`src/rtl/fastcall_pkg.sv`:
```
package fastcall_pkg;

  localparam int unsigned REG_ADDR_W = 32;
  localparam logic [REG_ADDR_W-1:0] ADDR_FEAT  = 32'hC000_0080;
  localparam logic [REG_ADDR_W-1:0] ADDR_SEL   = 32'hC000_0081;
  localparam logic [REG_ADDR_W-1:0] ADDR_LTGT  = 32'hC000_0082;
  localparam logic [REG_ADDR_W-1:0] ADDR_CTGT  = 32'hC000_0083;
  localparam logic [REG_ADDR_W-1:0] ADDR_FMASK = 32'hC000_0084;

  localparam int unsigned BIT_IF = 9;
  localparam int unsigned BIT_RF = 16;
  localparam int unsigned BIT_VM = 17;

  typedef enum logic [1:0] {
    MODE_LEGACY = 2'b00,
    MODE_COMPAT = 2'b01,
    MODE_64     = 2'b10,
    MODE_ALT    = 2'b11
  } callMode_e;

  typedef struct packed {
    logic accept;
    logic refuse;
    logic longMode;
    logic compat;
    logic wrFeat;
    logic wrSel;
    logic wrLtgt;
    logic wrCtgt;
    logic wrMask;
  } stepCtl_t;

  function automatic logic isCanonical(input logic [63:0] va, input int unsigned vaBits);
    logic ok;
    ok = 1'b1;
    for (int i = 0; i < 64; i++) begin
      if (i >= int'(vaBits) - 1 && va[i] != va[63]) ok = 1'b0;
    end
    return ok;
  endfunction

endpackage

```
`src/rtl/fastcall_ctrl.sv`:
```
module fastcall_ctrl
  import fastcall_pkg::*;
#(
  parameter int unsigned ADDR_W  = 32,
  parameter int unsigned DATA_W  = 64,
  parameter int unsigned VA_BITS = 48
) (
  input  logic              clk,
  input  logic              rstN,
  input  logic              callReq,
  input  logic [1:0]        callMode,
  input  logic              featureOk,
  input  logic              sceBit,
  input  logic              cfgWrEn,
  input  logic [ADDR_W-1:0] cfgAddr,
  input  logic [DATA_W-1:0] cfgWrData,
  output stepCtl_t          ctl,
  output logic              done,
  output logic              gpFault
);

  logic hitFeat, hitSel, hitLtgt, hitCtgt, hitMask;
  logic dataCanon, rejectWr, enabled;
  callMode_e modeE;

  assign modeE     = callMode_e'(callMode);
  assign enabled   = featureOk & sceBit;
  assign dataCanon = isCanonical(64'(cfgWrData), VA_BITS);

  assign hitFeat = cfgWrEn && (cfgAddr == ADDR_W'(ADDR_FEAT));
  assign hitSel  = cfgWrEn && (cfgAddr == ADDR_W'(ADDR_SEL));
  assign hitLtgt = cfgWrEn && (cfgAddr == ADDR_W'(ADDR_LTGT));
  assign hitCtgt = cfgWrEn && (cfgAddr == ADDR_W'(ADDR_CTGT));
  assign hitMask = cfgWrEn && (cfgAddr == ADDR_W'(ADDR_FMASK));
  assign rejectWr = (hitLtgt || hitCtgt) && !dataCanon;

  always_comb begin
    ctl          = '0;
    ctl.accept   = callReq && enabled;
    ctl.refuse   = callReq && !enabled;
    ctl.longMode = (modeE == MODE_64) || (modeE == MODE_COMPAT);
    ctl.compat   = (modeE == MODE_COMPAT);
    ctl.wrFeat   = hitFeat;
    ctl.wrSel    = hitSel;
    ctl.wrLtgt   = hitLtgt && dataCanon;
    ctl.wrCtgt   = hitCtgt && dataCanon;
    ctl.wrMask   = hitMask;
  end

  always_ff @(posedge clk) begin
    if (!rstN) begin
      done    <= 1'b0;
      gpFault <= 1'b0;
    end else begin
      done    <= callReq;
      gpFault <= rejectWr;
    end
  end

endmodule

```
`src/rtl/fastcall_dp.sv`:
```
module fastcall_dp
  import fastcall_pkg::*;
#(
  parameter int unsigned DATA_W = 64,
  parameter int unsigned SEL_W  = 16,
  parameter int unsigned SEG_W  = 32,
  parameter int unsigned MASK_W = 32,
  parameter int unsigned LEG_W  = 32,
  parameter int unsigned SEL_LO = 32,
  parameter int unsigned SS_OFS = 8
) (
  input  logic              clk,
  input  logic              rstN,
  input  stepCtl_t          ctl,
  input  logic [DATA_W-1:0] curFlags,
  input  logic [DATA_W-1:0] nextIp,
  input  logic [DATA_W-1:0] cfgWrData,
  output logic              sceBit,
  output logic              udFault,
  output logic              retPtrWr,
  output logic [DATA_W-1:0] retPtr,
  output logic              flagSaveWr,
  output logic [DATA_W-1:0] flagSave,
  output logic [DATA_W-1:0] newIp,
  output logic [DATA_W-1:0] newFlags,
  output logic [SEL_W-1:0]  csSel,
  output logic [SEL_W-1:0]  ssSel,
  output logic [SEG_W-1:0]  csBase,
  output logic [SEG_W-1:0]  ssBase,
  output logic [SEG_W-1:0]  csLimit,
  output logic [SEG_W-1:0]  ssLimit,
  output logic              csIs64,
  output logic              ssIs64,
  output logic [1:0]        newCpl
);

  localparam int unsigned SEL_HI  = SEL_LO + SEL_W - 1;
  localparam logic [DATA_W-1:0] RF_MASK  = DATA_W'(1) << BIT_RF;
  localparam logic [DATA_W-1:0] LEG_CLR  = (DATA_W'(1) << BIT_RF) |
                                           (DATA_W'(1) << BIT_VM) |
                                           (DATA_W'(1) << BIT_IF);
  localparam logic [SEL_W-1:0] RPL_CLR   = ~SEL_W'(3);

  logic [DATA_W-1:0] selReg, ltgtReg, ctgtReg;
  logic [MASK_W-1:0] maskReg;

  logic [DATA_W-1:0] nxtTarget, nxtRet, nxtFlags, flagsNoRf, legFlags;
  logic [SEL_W-1:0]  nxtCsSel;

  always_ff @(posedge clk) begin
    if (!rstN) begin
      sceBit  <= 1'b0;
      selReg  <= '0;
      ltgtReg <= '0;
      ctgtReg <= '0;
      maskReg <= '0;
    end else begin
      if (ctl.wrFeat) sceBit  <= cfgWrData[0];
      if (ctl.wrSel)  selReg  <= cfgWrData;
      if (ctl.wrLtgt) ltgtReg <= cfgWrData;
      if (ctl.wrCtgt) ctgtReg <= cfgWrData;
      if (ctl.wrMask) maskReg <= cfgWrData[MASK_W-1:0];
    end
  end

  assign flagsNoRf = curFlags & ~RF_MASK;
  assign legFlags  = {{(DATA_W-LEG_W){1'b0}}, curFlags[LEG_W-1:0]} & ~LEG_CLR;
  assign nxtCsSel  = selReg[SEL_HI:SEL_LO] & RPL_CLR;

  always_comb begin
    if (ctl.longMode) begin
      nxtTarget = ctl.compat ? ctgtReg : ltgtReg;
      nxtRet    = nextIp;
      nxtFlags  = flagsNoRf & ~{{(DATA_W-MASK_W){1'b0}}, maskReg};
    end else begin
      nxtTarget = {{(DATA_W-LEG_W){1'b0}}, selReg[LEG_W-1:0]};
      nxtRet    = {{(DATA_W-LEG_W){1'b0}}, nextIp[LEG_W-1:0]};
      nxtFlags  = legFlags;
    end
  end

  always_ff @(posedge clk) begin
    if (!rstN) begin
      udFault    <= 1'b0;
      retPtrWr   <= 1'b0;
      flagSaveWr <= 1'b0;
    end else begin
      udFault    <= ctl.refuse;
      retPtrWr   <= ctl.accept;
      flagSaveWr <= ctl.accept && ctl.longMode;
    end
  end

  always_ff @(posedge clk) begin
    if (!rstN) begin
      retPtr   <= '0;
      flagSave <= '0;
      newIp    <= '0;
      newFlags <= '0;
      csSel    <= '0;
      ssSel    <= '0;
      csBase   <= '0;
      ssBase   <= '0;
      csLimit  <= '0;
      ssLimit  <= '0;
      csIs64   <= 1'b0;
      ssIs64   <= 1'b0;
      newCpl   <= 2'b11;
    end else if (ctl.accept) begin
      retPtr   <= nxtRet;
      if (ctl.longMode) flagSave <= flagsNoRf;
      newIp    <= nxtTarget;
      newFlags <= nxtFlags;
      csSel    <= nxtCsSel;
      ssSel    <= nxtCsSel + SEL_W'(SS_OFS);
      csBase   <= '0;
      ssBase   <= '0;
      csLimit  <= '1;
      ssLimit  <= '1;
      csIs64   <= ctl.longMode;
      ssIs64   <= ctl.longMode;
      newCpl   <= 2'b00;
    end
  end

endmodule

```
`src/rtl/fastcall_entry.sv`:
```
module fastcall_entry
  import fastcall_pkg::*;
#(
  parameter int unsigned ADDR_W  = 32,
  parameter int unsigned DATA_W  = 64,
  parameter int unsigned VA_BITS = 48,
  parameter int unsigned SEL_W   = 16,
  parameter int unsigned SEG_W   = 32
) (
  input  logic              clk,
  input  logic              rstN,
  input  logic              cfgWrEn,
  input  logic [ADDR_W-1:0] cfgAddr,
  input  logic [DATA_W-1:0] cfgWrData,
  output logic              gpFault,
  input  logic              featureOk,
  input  logic              callReq,
  input  logic [1:0]        callMode,
  input  logic [DATA_W-1:0] curFlags,
  input  logic [DATA_W-1:0] nextIp,
  output logic              done,
  output logic              udFault,
  output logic              retPtrWr,
  output logic [DATA_W-1:0] retPtr,
  output logic              flagSaveWr,
  output logic [DATA_W-1:0] flagSave,
  output logic [DATA_W-1:0] newIp,
  output logic [DATA_W-1:0] newFlags,
  output logic [SEL_W-1:0]  csSel,
  output logic [SEL_W-1:0]  ssSel,
  output logic [SEG_W-1:0]  csBase,
  output logic [SEG_W-1:0]  ssBase,
  output logic [SEG_W-1:0]  csLimit,
  output logic [SEG_W-1:0]  ssLimit,
  output logic              csIs64,
  output logic              ssIs64,
  output logic [1:0]        newCpl
);

  stepCtl_t ctl;
  logic     sceBit;

  fastcall_ctrl #(
    .ADDR_W (ADDR_W),
    .DATA_W (DATA_W),
    .VA_BITS(VA_BITS)
  ) u_ctrl (
    .clk      (clk),
    .rstN     (rstN),
    .callReq  (callReq),
    .callMode (callMode),
    .featureOk(featureOk),
    .sceBit   (sceBit),
    .cfgWrEn  (cfgWrEn),
    .cfgAddr  (cfgAddr),
    .cfgWrData(cfgWrData),
    .ctl      (ctl),
    .done     (done),
    .gpFault  (gpFault)
  );

  fastcall_dp #(
    .DATA_W(DATA_W),
    .SEL_W (SEL_W),
    .SEG_W (SEG_W)
  ) u_dp (
    .clk       (clk),
    .rstN      (rstN),
    .ctl       (ctl),
    .curFlags  (curFlags),
    .nextIp    (nextIp),
    .cfgWrData (cfgWrData),
    .sceBit    (sceBit),
    .udFault   (udFault),
    .retPtrWr  (retPtrWr),
    .retPtr    (retPtr),
    .flagSaveWr(flagSaveWr),
    .flagSave  (flagSave),
    .newIp     (newIp),
    .newFlags  (newFlags),
    .csSel     (csSel),
    .ssSel     (ssSel),
    .csBase    (csBase),
    .ssBase    (ssBase),
    .csLimit   (csLimit),
    .ssLimit   (ssLimit),
    .csIs64    (csIs64),
    .ssIs64    (ssIs64),
    .newCpl    (newCpl)
  );

endmodule

```
`config.mk`:
```
export PLATFORM = sky130hd
export DESIGN_NAME = fastcall_entry
export DESIGN_NICKNAME = d
export VERILOG_FILES = /design/src/rtl/fastcall_pkg.sv /design/src/rtl/fastcall_ctrl.sv /design/src/rtl/fastcall_dp.sv /design/src/rtl/fastcall_entry.sv
export SDC_FILE = /design/constraint.sdc
export NUM_CORES = 1
export LEC_CHECK = 0
export BUFFER_PORTS_ARGS = -buffer_cell sky130_fd_sc_hd__buf_2
export CORE_MARGIN = 5
export CORE_UTILIZATION = 28
export DETAILED_ROUTE_END_ITERATION = 8
export PLACE_DENSITY = 0.55
export SETUP_SLACK_MARGIN = 0.05
export SLEW_MARGIN = 20
export SYNTH_ARGS = -nofsm -noshare
export SYNTH_HDL_FRONTEND = slang
export SYNTH_SLANG_ARGS = --single-unit
```
`constraint.sdc`:
```
create_clock -name clk -period 2.8 [get_ports clk]
set_input_delay 0.28 -clock clk [delete_from_list [all_inputs] [get_ports clk]]
set_output_delay 0.28 -clock clk [all_outputs]
set_load 0.1 [all_outputs]
```
==> results of run 1 <==
synthesized netlist by cell type (2+ instances only):
cell      instances  share of area [%]
nand2_1         612                 12
dfxtp_1         495                 52
a21oi_1         211                5.5
mux2i_1         205                 11
buf_4           139                5.4
clkbuf_1        121                2.4
nor2_1           69                1.3
o21ai_1          66                1.7
a22o_1           32                1.5
nand2b_1         31                1.0
a32o_1           29                1.5
a31o_1           17               0.77
buf_1            12               0.23
o21ai_2          10               0.46
a211oi_1          9               0.35
buf_2             9               0.23
buf_6             9               0.53
o21ai_0           8               0.21
inv_1             7               0.14
nand4_1           7               0.23
nor4_1            7               0.23
xor2_1            7               0.32
nand3_1           6               0.16
nor4b_1           5               0.23
xnor2_1           4               0.18
and3_1            3              0.098
and4_1            3               0.14
nor3_1            3              0.078
ha_1              2               0.13
nor3_2            2               0.10
or3_1             2              0.065
or4_1             2              0.078
metal layers:
layer | GRT usage [%] | part of all wire [%] | vias up | routed length (um)
li1 | - | - | 8289 | -
met1 | 21.19 | 43 | 7859 | 28410
met2 | 28.71 | 48 | 485 | 31400
met3 | 3.206 | 5.5 | 98 | 3628
met4 | 5.364 | 3.1 | 0 | 1996
met5 | 0 | 0 | - | 0
power by group through the flow:
stage          combinational, mW  sequential, mW  clock [mW]
6_report                    1.17            7.04        7.68
5_1_grt                     1.23            7.04        8.19
4_1_cts                     1.17            7.04        7.91
3_5_place_dp               0.960            7.20           0
3_3_place_gp               0.961            7.20           0
2_1_floorplan              0.708            7.21           0
kinds of logic (layout without fill, tap and decap cells):
| group | after synthesis | count (layout) | share of synthesized area, % |
|---|---|---|---|
| other | 1 | 73 | 0.01952 |
| AOI/OAI and AO/OA | 384 | 384 | 12.08 |
| buffers and inverters | 298 | 909 | 8.946 |
| adders and majority gates | 2 | 2 | 0.1302 |
| muxes | 205 | 205 | 10.68 |
| xor gates and xnor gates | 11 | 11 | 0.5014 |
| and+or+nand+nor | 759 | 759 | 16.08 |
| DFF | 495 | 495 | 51.57 |
final timing paths:
kind	startpoint	to	slack [ns]	cells past startpoint
setup / recovery	u_dp.ssLimit[0]	csLimit[9]	0.53	1
hold / removal	cfgWrData[62]	u_dp.ltgtReg[62]	0.20	4
setup reg to reg	u_dp.sceBit	u_dp.ssSel[6]	0.81	4
hold reg to reg	u_dp.newIp[62]	u_dp.newIp[62]	0.44	2
state kept, by name, summed over array words and instances (netlist names):
| register | flops |
|---|---|
| u_dp.ctgtReg | 64 |
| u_dp.ltgtReg | 64 |
| u_dp.newIp | 64 |
| u_dp.retPtr | 64 |
| u_dp.flagSave | 63 |
| u_dp.newFlags | 63 |
| u_dp.selReg | 46 |
| u_dp.maskReg | 31 |
| u_dp.csSel | 14 |
| u_dp.ssSel | 13 |
| u_ctrl.done | 1 |
| u_ctrl.gpFault | 1 |
| u_dp.flagSaveWr | 1 |
| u_dp.newCpl | 1 |
| u_dp.retPtrWr | 1 |
| u_dp.sceBit | 1 |
| u_dp.ssIs64 | 1 |
| u_dp.ssLimit | 1 |
| u_dp.udFault | 1 |
layout by cell type, fill, tap and decap left out, types with 3 or more instances in the layout:
master | Yosys | layout
bufinv_16 | 0 | 7
nand4_1 | 7 | 7
clkbuf_1 | 121 | 10
o21ai_1 | 66 | 66
xnor2_1 | 4 | 4
clkbuf_16 | 0 | 56
xor2_1 | 7 | 7
o21ai_0 | 8 | 8
mux2i_1 | 205 | 205
dlygate4sd3_1 | 0 | 179
nand3_1 | 6 | 4
inv_1 | 7 | 6
nor3_1 | 3 | 3
nor4b_1 | 5 | 5
nor2_1 | 69 | 67
dfxtp_1 | 495 | 494
nor4_1 | 7 | 7
buf_4 | 139 | 28
nand2b_1 | 31 | 30
nand2_1 | 612 | 612
a211oi_1 | 9 | 9
conb_1 | 1 | 70
diode_2 | 0 | 3
clkbuf_8 | 0 | 13
clkinvlp_4 | 0 | 3
clkinv_2 | 0 | 6
buf_2 | 9 | 583
a21oi_1 | 211 | 211
buf_12 | 0 | 10
a31o_1 | 17 | 17
a32o_1 | 29 | 29
o21ai_2 | 10 | 10
and4_1 | 3 | 3
a22o_1 | 32 | 32
layout make-up:
type,count,area [sq um]
fillers,6954,42290
clock inverters,21,321.6
repair buffers,801,5131
flip-flops and latches,495,9911
multi-input cells,1431,7921
inverters,8,37.54
well taps,882,1104
clock buffers,79,1618
diodes,3,7.507
what timing repair did:
action                     CTS  global route
hold buffers               179             0
hold endpoints to repair   359             0
setup endpoints to repair    0             0
==> summary.md, run 1 <==
| Metric | Value |
|---|---|
| Status | `completed` |
| Worst Path Buf+Inv | `1` |
| CP Data Required Time | `approximately 2.5 ns` |
| Dpl hpwl | `44930 um` |
| Gr usage total | `16.71%` |
| Die area | `roughly 74000 sq um` |
| Reg power frac | `approximately 44%` |
| Slew Viols, Final | `0` |
| CP Launch Type | `flip-flop` |
| Top delay family on crit path | `flip-flops` |
| Share of cells above drive strength 1 | `26.10%` |
| Fin. Hold Viols | `0` |
| RSZ-0062 raised after global routing | `no` |
| Ys async rst share | `0%` |
| Clock Skew | `0.02163 ns` |
| DR iter-0 viols | `962` |
| Avg Cell Area, Syn | `8.917 sq um` |
| Crit path kind | `reg2out` |
| Non-filler cells, final | `approximately 3700` |
| Wire length of the first global-routing pass | `98560 um` |
| Final core occ | `38.12%` |
| Max incr delay on CP | `0.82 ns` |
| DR vias/cell | `about 4.5` |
| Clock transition at path regs | `roughly 0.060 ns` |
| Total length of routed wires | `around 65000 um` |
| Hold WS | `approximately 0.2 ns` |
| DP Area | `22310 sq um` |
| Drc violations | `0` |
| Core area | `68350 sq um` |
| # IOs | `656` |
| Largest net degree at the start of global routing | `between 100 and 150` |
| Final Instance Area | `26050 sq um` |
| Leading register cell type out of synthesis | `dfxtp_1` |
| Least-Margin Pin Slew | `0.7648 ns` |
| CTS Buffer Depth | `3` |
| Die Span Y | `around 270 um` |
| Distinct cells, synth | `43` |
| WP data arrival | `roughly 2 ns` |
| Gr ovfl total | `0` |
| CP max FO | `65` |
| Register area share after synthesis | `51.57%` |
| Setup Total Neg Slack | `0 ns` |
| Std cell rows | `96` |
| F_max | `approximately 440 MHz` |
| Flops & latches, synth | `495` |
| Port-buffer cells | `584` |
| Crit-path slowest cell | `dfxtp_2` |
| Max-cap violations | `0` |
| RePlAce Congestion | `0.7500` |
| Final setup fails | `0` |
| LEAKAGE | `11.68 nW` |
| Tcrit/Tclk final | `about four fifths` |
| H-tree depth | `2` |
| PnR Total Power | `15.89 mW` |
| Mean routed wirelength per cell | `17.59 um` |
| Netlist Area Pre-Place | `19220 sq um` |
| Post-synth EDFFs | `0` |
| Clock latency on the worst-skew pair | `0.61 ns` |
| Setup ws final | `~0.53 ns` |
| Layout area overhead | `35.57%` |
| TritonCTS sink count | `495` |
| Count of antenna-violating nets left after detailed routing | `0` |
| Worst Hold Class | `in2reg` |
| Instance count of the mapped netlist | `between 2000 and 2500` |
| Die width | `~270 um` |
| Initial antenna violation count | `2` |
| Sequence of cells on the critical path | `buf_2` |
| CTS Buf Count | `between 50 and 60` |
| Post_cts resized | `0` |
| Via count | `16730` |
| Power Density | `610.0 nW/um^2` |
| Number of global-route vias before repair | `16440` |
| Clk pwr share | `48.3%` |
| Starting Density | `between 20% and 30%` |
| Post-place setup slack | `~0.39 ns` |
| Placed cell count | `3438` |
| VDD IR-drop max | `between 0.4 and 0.5 mV` |
| Final net count | `3025` |
| Post-layout min period | `2.273 ns` |
| Gate power share | `~7.3%` |
| Psw | `3.821 mW` |
| Int Pwr | `12.07 mW` |
| CP Capture Type | `output port` |
| Switching part of the total | `around a quarter` |
| Setup bufs post-CTS | `0` |
| DRT Pass-1 Iters | `5` |
| CTS tree | `built` |
| Slew margin rel. | `between 40 and 50%` |
| Root Driver | `clkbuf_16` |
| Ys Warns | `0` |
Power figures use the tool's default switching activity.
==> inputs of run 2 (changes only) <==
- PLACE_DENSITY: 0.55 -> 0.56
- clock period: 2.8 -> 1.9 ns (I/O delays scaled with it)
==> run 2 against run 1 <==
Against the previous run:
- the run now ends with negative setup slack left
- sequential power is 48% higher
- worst setup slack worse by 0.55 ns
- global-route usage fell by 0.052 points
- cell count rose by 1.0%
- hold slack lost 0.037 ns
- utilization rose by 0.68 points
- critical path depth is 1 higher
- cell area increased by 1.8%
- routed wire length up 0.52%
- first-iteration DRC count down 0.73%
- clock power increased by 45%
- largest power group unchanged
- via count is 0.71% higher
==> summary.md, run 2 (synthesized netlist as in run 1, its figures left out) <==
| Metric | Value |
|---|---|
| Status | `complete, but fails checks` |
| Violated checks | `negative setup slack` |
| TritonCTS sink count | `495 (unchanged)` |
| Total length of routed wires | `65770 um (+0.52%)` |
| Switching part of the total | `24.90% (+0.85 points)` |
| Max incr delay on CP | `0.50 ns (-0.32 ns)` |
| CP Capture Type | `output port` |
| Die Span Y | `272.0 um (unchanged)` |
| Reg power frac | `44.7% (+0.4 points)` |
| Busiest grt layer | `met2` |
| Clk pwr share | `47.7% (-0.6 points)` |
| Clock transition at path regs | `0.06 ns (about the same)` |
| Mean routed wirelength per cell | `17.50 um (-0.53%)` |
| Via count | `16850 (+0.71%)` |
| CP max FO | `65 (unchanged)` |
| CTS Buf Count | `56 (+1.8%)` |
| Post-place setup slack | `-0.1592 ns (-0.5459 ns)` |
| CP Launch Type | `flip-flop` |
| Gr ovfl total | `0 (unchanged)` |
| Met2 usage | `29.53% (+0.82 points)` |
| Layout area overhead | `37.99%` |
| F_max | `521.2 MHz` |
| Crit path kind | `reg2out` |
| VDD IR-drop max | `0.7365 mV (+58%)` |
| Slew Viols, Final | `0 (unchanged)` |
| Clock Skew | `0.01311 ns (-0.008516 ns)` |
| Reg-to-reg setup timing slack | `0.24 ns (-0.57 ns)` |
| Hold_sp | `cfgAddr[0]` |
| Number of global-route vias before repair | `16540 (+0.61%)` |
| WP data arrival | `1.73 ns (-0.26 ns)` |
| Hold WS | `0.1600 ns (-0.03657 ns)` |
| Sequence of cells on the critical path | `buf_6 -> buf_2` |
| RePlAce Congestion | `0.8092 (+7.9%)` |
| Std cell rows | `96 (unchanged)` |
| Die width | `272.0 um (unchanged)` |
| Hold Path Sink | `u_dp.ltgtReg[56]` |
| Global routing usage on met3 | `3.198% (-0.0088 points)` |
| Fin. Hold Viols | `0 (unchanged)` |
| Power Density | `875.8 nW/um^2 (+44%)` |
| Dpl hpwl | `46510 um (+3.5%)` |
| Root Driver | `clkbuf_16` |
| DR vias/cell | `4.482 (-0.34%)` |
| Worst Path Buf+Inv | `2 (+1)` |
| Commonest non-fill, non-tap cell in the layout | `nand2_1` |
| CTS tree | `built` |
| Worst Hold Class | `in2reg` |
| Met1 GRT Util | `20.57% (-0.62 points)` |
| Final net count | `3061 (+1.2%)` |
| Initial antenna violation count | `2 (unchanged)` |
| Crit-path slowest cell | `buf_2` |
| Int Pwr | `17.44 mW (+45%)` |
| Least-Margin Pin Slew | `0.6795 ns (-0.08536 ns)` |
| R2r endpoint | `u_dp.ssSel[3]` |
| Placed cell count | `3472 (+0.99%)` |
| LEAKAGE | `11.92 nW (+2.1%)` |
| R2R Path Start | `u_dp.sceBit` |
| Final setup fails | `41 (+41)` |
| DR iter-0 viols | `955 (-0.73%)` |
| Setup ws final | `-0.01857 ns (-0.5456 ns)` |
| Core area | `68350 sq um (unchanged)` |
| Count of antenna-violating nets left after detailed routing | `0 (unchanged)` |
| Filler cell count | `6887 (-0.96%)` |
| Post-layout min period | `1.919 ns` |
| RSZ-0062 raised after global routing | `yes` |
| Drc violations | `0 (unchanged)` |
| Starting Density | `28.12% (unchanged)` |
| Gate power share | `7.6% (+0.3 points)` |
| CP Data Required Time | `1.71 ns (-0.81 ns)` |
| Hold depth | `4 (unchanged)` |
| Tcrit/Tclk final | `101.0%` |
| # IOs | `656 (unchanged)` |
| Clock latency on the worst-skew pair | `0.61 ns (about the same)` |
| Setup Total Neg Slack | `-0.5029 ns (-0.5029 ns)` |
| Most frequent cells in the layout | `nand2_1 (612), buf_2 (580), dfxtp_1 (494)` |
| Largest net degree at the start of global routing | `109 (-17%)` |
| Share of cells above drive strength 1 | `27.27% (+1.2 points)` |
| Reg2reg path depth | `5 (+1)` |
| H-tree depth | `2 (unchanged)` |
| Port-buffer cells | `584 (unchanged)` |
| Gr usage total | `16.65% (-0.052 points)` |
| Max-cap violations | `0 (unchanged)` |
| Slew margin rel. | `54.70% (+5.7 points)` |
| CTS Buffer Depth | `3 (unchanged)` |
| Wire length of the first global-routing pass | `98190 um (-0.37%)` |
| DRT Pass-1 Iters | `5 (unchanged)` |
| Psw | `5.782 mW (+51%)` |
| Final core occ | `38.80% (+0.68 points)` |
| Non-filler cells, final | `3759 (+1.0%)` |
| Top delay family on crit path | `buffers and inverters` |
| Die area | `73970 sq um (unchanged)` |
run 2: layout make-up:
class	count	area, sq um	share of cell area, %
sequential	495	9911	37.38
multi-input combinational	1431	7930	29.91
timing repair buffer	836	5632	21.24
clock buffer	73	1555	5.865
tap	882	1104	4.162
clock inverter	32	342.8	1.293
inverter	8	37.54	0.1416
antenna	2	5.005	0.01887
run 2: worst reg2reg max path, cell delays in order, from the launching register on:
cell     delay, ns
dfxtp_1       0.50
and3_4        0.44
buf_12        0.23
nand2_1       0.19
o21ai_0       0.13
nor2_1        0.06
run 2: routing by layer:
layer	routed length (um)	share of wire, %
met2	32080	49
met1	28270	43
met5	13	0.020
met4	1793	2.7
met3	3619	5.5
run 2: power groups by stage:
stage | sequential, mW | clock (mW) | combinational (mW)
6_report | 10.4 | 11.1 | 1.77
5_1_grt | 10.4 | 11.8 | 1.87
3_3_place_gp | 10.6 | 0 | 1.47
2_1_floorplan | 10.6 | 0 | 1.04
3_5_place_dp | 10.6 | 0 | 1.47
4_1_cts | 10.4 | 11.4 | 1.77
run 2: timing repair:
item                       in CTS  in global routing
buffers inserted                0                  1
hold buffers                  178                  0
pin swaps                       0                  3
hold endpoints to repair      364                  0
gates cloned                    0                  1
setup endpoints to repair      64                145
gates resized for setup         2                  5
run 2: metrics by stage:
step                      cell area [sq um]  power [mW]
after floorplan                       19500       11.67
after global placement                22800       12.08
after detailed placement              22800       12.08
after CTS                             26480       23.59
after global routing                  26510       24.05
final                                 26520       23.22
run 2: worst max-delay path by stage:
stage	slack, ns	startpoint	cells after the start	to
3_5_place_dp	-0.16	cfgWrData[58]	8	u_dp.ltgtReg[31]
5_1_grt	-0.13	u_dp.ssLimit[0]	2	ssLimit[11]
3_3_place_gp	-0.16	cfgWrData[58]	7	u_dp.ctgtReg[47]
2_1_floorplan	-0.03	cfgWrData[58]	7	u_dp.ctgtReg[61]
4_1_cts	-0.08	u_dp.ssLimit[0]	2	ssLimit[22]
6_report	-0.02	u_dp.ssLimit[0]	2	ssLimit[11]
==> inputs of run 3 (changes only) <==
- CELL_PAD_IN_SITES_DETAIL_PLACEMENT: default -> 1
- CELL_PAD_IN_SITES_GLOBAL_PLACEMENT: default -> 1
- CORE_ASPECT_RATIO: default -> 1.25
- PLACE_DENSITY: 0.56 -> 0.71
- SETUP_SLACK_MARGIN: 0.05 -> default
==> run 3 against run 2 <==
Against the previous run:
- the run still ends with negative setup slack left
- sequential share of layout area grew 0.44 points
- combinational power hardly changed
- register-to-register slack got worse by 0.08 ns
==> summary.md, run 3 (synthesized netlist as in run 1, its figures left out) <==
| Metric | Value |
|---|---|
| Count of antenna-violating nets left after detailed routing | `0 (unchanged)` |
| Hold WS | `0.08793 ns (-0.07208 ns)` |
| Total length of routed wires | `71850 um (+9.2%)` |
| DR iter-0 viols | `621 (-35%)` |
| Worst path depth | `2 (unchanged)` |
| CTS tree | `built` |
| Setup ws final | `-0.03709 ns (-0.01852 ns)` |
| DR vias/cell | `4.675 (+4.3%)` |
| Dpl hpwl | `50970 um (+9.6%)` |
| Share of cells above drive strength 1 | `26.28% (-0.99 points)` |
| Final setup fails | `60 (+46%)` |
| Worst Setup SP | `u_dp.ssLimit[0]` |
| Commonest non-fill, non-tap cell in the layout | `nand2_1` |
| Power Density | `869.3 nW/um^2 (-0.74%)` |
| Top delay family on crit path | `buffers and inverters` |
| Tcrit/Tclk final | `102.0% (+0.97 points)` |
| RSZ-0062 raised after global routing | `yes` |
| RePlAce Congestion | `0.8587 (+6.1%)` |
| Fin. Hold Viols | `0 (unchanged)` |
| Std cell rows | `107 (+11%)` |
| F_max | `516.2 MHz (-0.96%)` |
| Layout area overhead | `36.39%` |
| # IOs | `656 (unchanged)` |
| Via count | `17410 (+3.3%)` |
| Root Driver | `clkbuf_16` |
| CTS Buffer Depth | `3 (unchanged)` |
| PnR Total Power | `22.78 mW (-1.9%)` |
| CP Capture Type | `output port` |
| Worst Hold Class | `in2reg` |
| Wire length of the first global-routing pass | `106900 um (+8.9%)` |
| VDD IR-drop max | `0.5596 mV (-24%)` |
| CP Data Required Time | `1.71 ns (about the same)` |
| Gr ovfl total | `0 (unchanged)` |
| LEAKAGE | `11.76 nW (-1.3%)` |
| Clock transition at path regs | `0.06 ns (about the same)` |
| Clock latency on the worst-skew pair | `0.61 ns (about the same)` |
| Die Span Y | `302.9 um (+11%)` |
| Violated checks | `negative setup slack` |
| Number of global-route vias before repair | `18420 (+11%)` |
| Crit-path slowest cell | `buf_2` |
| Least-Margin Pin Slew | `0.5901 ns (-0.08938 ns)` |
| Die width | `244.3 um (-10%)` |
| R2r endpoint | `u_dp.retPtr[1]` |
| Most frequent cells in the layout | `nand2_1 (612), buf_2 (578), dfxtp_1 (494)` |
| DRT Pass-1 Iters | `5 (unchanged)` |
| Reg-to-reg setup timing slack | `0.16 ns (-0.08 ns)` |
| Gr usage total | `18.02% (+1.4 points)` |
| Final net count | `3038 (-0.75%)` |
| WP data arrival | `1.75 ns (+0.02 ns)` |
| Post-layout min period | `1.937 ns (+0.01852 ns)` |
| Drc violations | `0 (unchanged)` |
| CTS Buf Count | `52 (-7.1%)` |
| Reg area | `9911 sq um (unchanged)` |
| Max-cap violations | `0 (unchanged)` |
| CP max FO | `65 (unchanged)` |
| Status | `complete, but fails checks` |
| Mean routed wirelength per cell | `19.29 um (+10%)` |
| Initial antenna violation count | `7 (+5)` |
| Slew margin rel. | `60.93% (+6.2 points)` |
| Starting Density | `28.20% (+0.083 points)` |
| Reg2reg path depth | `4 (-1)` |
| CP Capture Point | `csLimit[18]` |
| Max incr delay on CP | `0.51 ns (about the same)` |
| Sequence of cells on the critical path | `buf_6 -> buf_2` |
| Post-place setup slack | `-0.1909 ns (-0.03170 ns)` |
| Slew Viols, Final | `0 (unchanged)` |
| Largest net degree at the start of global routing | `99 (-9.2%)` |
| Worst Path Buf+Inv | `2 (unchanged)` |
| H-tree depth | `2 (unchanged)` |
| CP Launch Type | `flip-flop` |
| Clock Skew | `0.02063 ns (+0.007514 ns)` |
| Area taken by multi-input logic gates | `7923 sq um (about the same)` |
| Die area | `74000 sq um (about the same)` |
| TritonCTS sink count | `495 (unchanged)` |
| Crit path kind | `reg2out` |
| Filler cell count | `7950 (+15%)` |
| Port-buffer cells | `584 (unchanged)` |
| Core area | `68140 sq um (-0.29%)` |
| R2R Path Start | `u_dp.sceBit` |
run 3: cell count changes in the layout (fill, tap and decap cells not counted), sizes merged, moves of 3 or more:
| cell | previous run | this run |
|---|---|---|
| buf | 655 | 635 |
| diode | 2 | 7 |
| clkinv | 19 | 9 |
| clkinvlp | 5 | 1 |
| clkbuf | 76 | 79 |
run 3: metrics by stage:
step	instances	utilization [%]	cell area (sq um)	setup TNS [ns]
2_1_floorplan	2224	-	19490	-0.1005
3_3_place_gp	3442	33.12	22570	-11.59
3_5_place_dp	3442	33.12	22570	-13.21
4_1_cts	3715	38.37	26140	-4.874
5_1_grt	3724	38.46	26210	-8.659
6_report	3725	38.46	26210	-1.257
run 3: tightest hold or removal path: cells and delay by family:
| family | cells | cell delay (ns) |
|---|---|---|
| and+or+nand+nor | 4 | 0.38 |
| buffers and inverters | 1 | 0.07 |
run 3: timing repair:
| action | in CTS | in global routing |
|---|---|---|
| hold endpoints to repair | 365 | 0 |
| setup buffers | 0 | 2 |
| hold buffers | 178 | 0 |
| setup endpoints to repair | 64 | 83 |
| pin swaps | 0 | 1 |
| cloned | 0 | 1 |
| gates resized for setup | 3 | 3 |
run 3: final cells by class:
type                            instances  area share [%]
Multi-Input combinational cell       1431           30.23
Clock inverter                         20           1.131
Antenna cell                            7         0.06684
Timing Repair Buffer                  817           20.78
Inverter                                8          0.1432
Tap cell                              872           4.163
Clock buffer                           75           5.676
Sequential cell                       495           37.81
run 3: layer usage:
metal	routed length, um	share of wire (%)	up-vias	global-route usage [%]
met5	25	0.035	-	0
met4	3375	4.7	4	8.250
met3	4401	6.1	161	4.009
met2	35720	50	583	32.46
met1	28330	39	8374	20.34
li1	-	-	8291	-
run 3: where the power goes:
group          internal (mW)  switching, mW  total (mW)
clock network           6.29           4.35        10.6
logic                  0.552           1.22        1.77
registers               10.4       0.000553        10.4
run 3: worst min path at each step:
stage	from	end	depth (start not counted)
2_1_floorplan	featureOk	u_dp.udFault	1
3_3_place_gp	nextIp[51]	u_dp.retPtr[51]	2
3_5_place_dp	nextIp[33]	u_dp.retPtr[33]	2
4_1_cts	cfgAddr[1]	u_dp.selReg[25]	5
5_1_grt	cfgAddr[17]	u_ctrl.gpFault	5
6_report	cfgAddr[13]	u_ctrl.gpFault	5
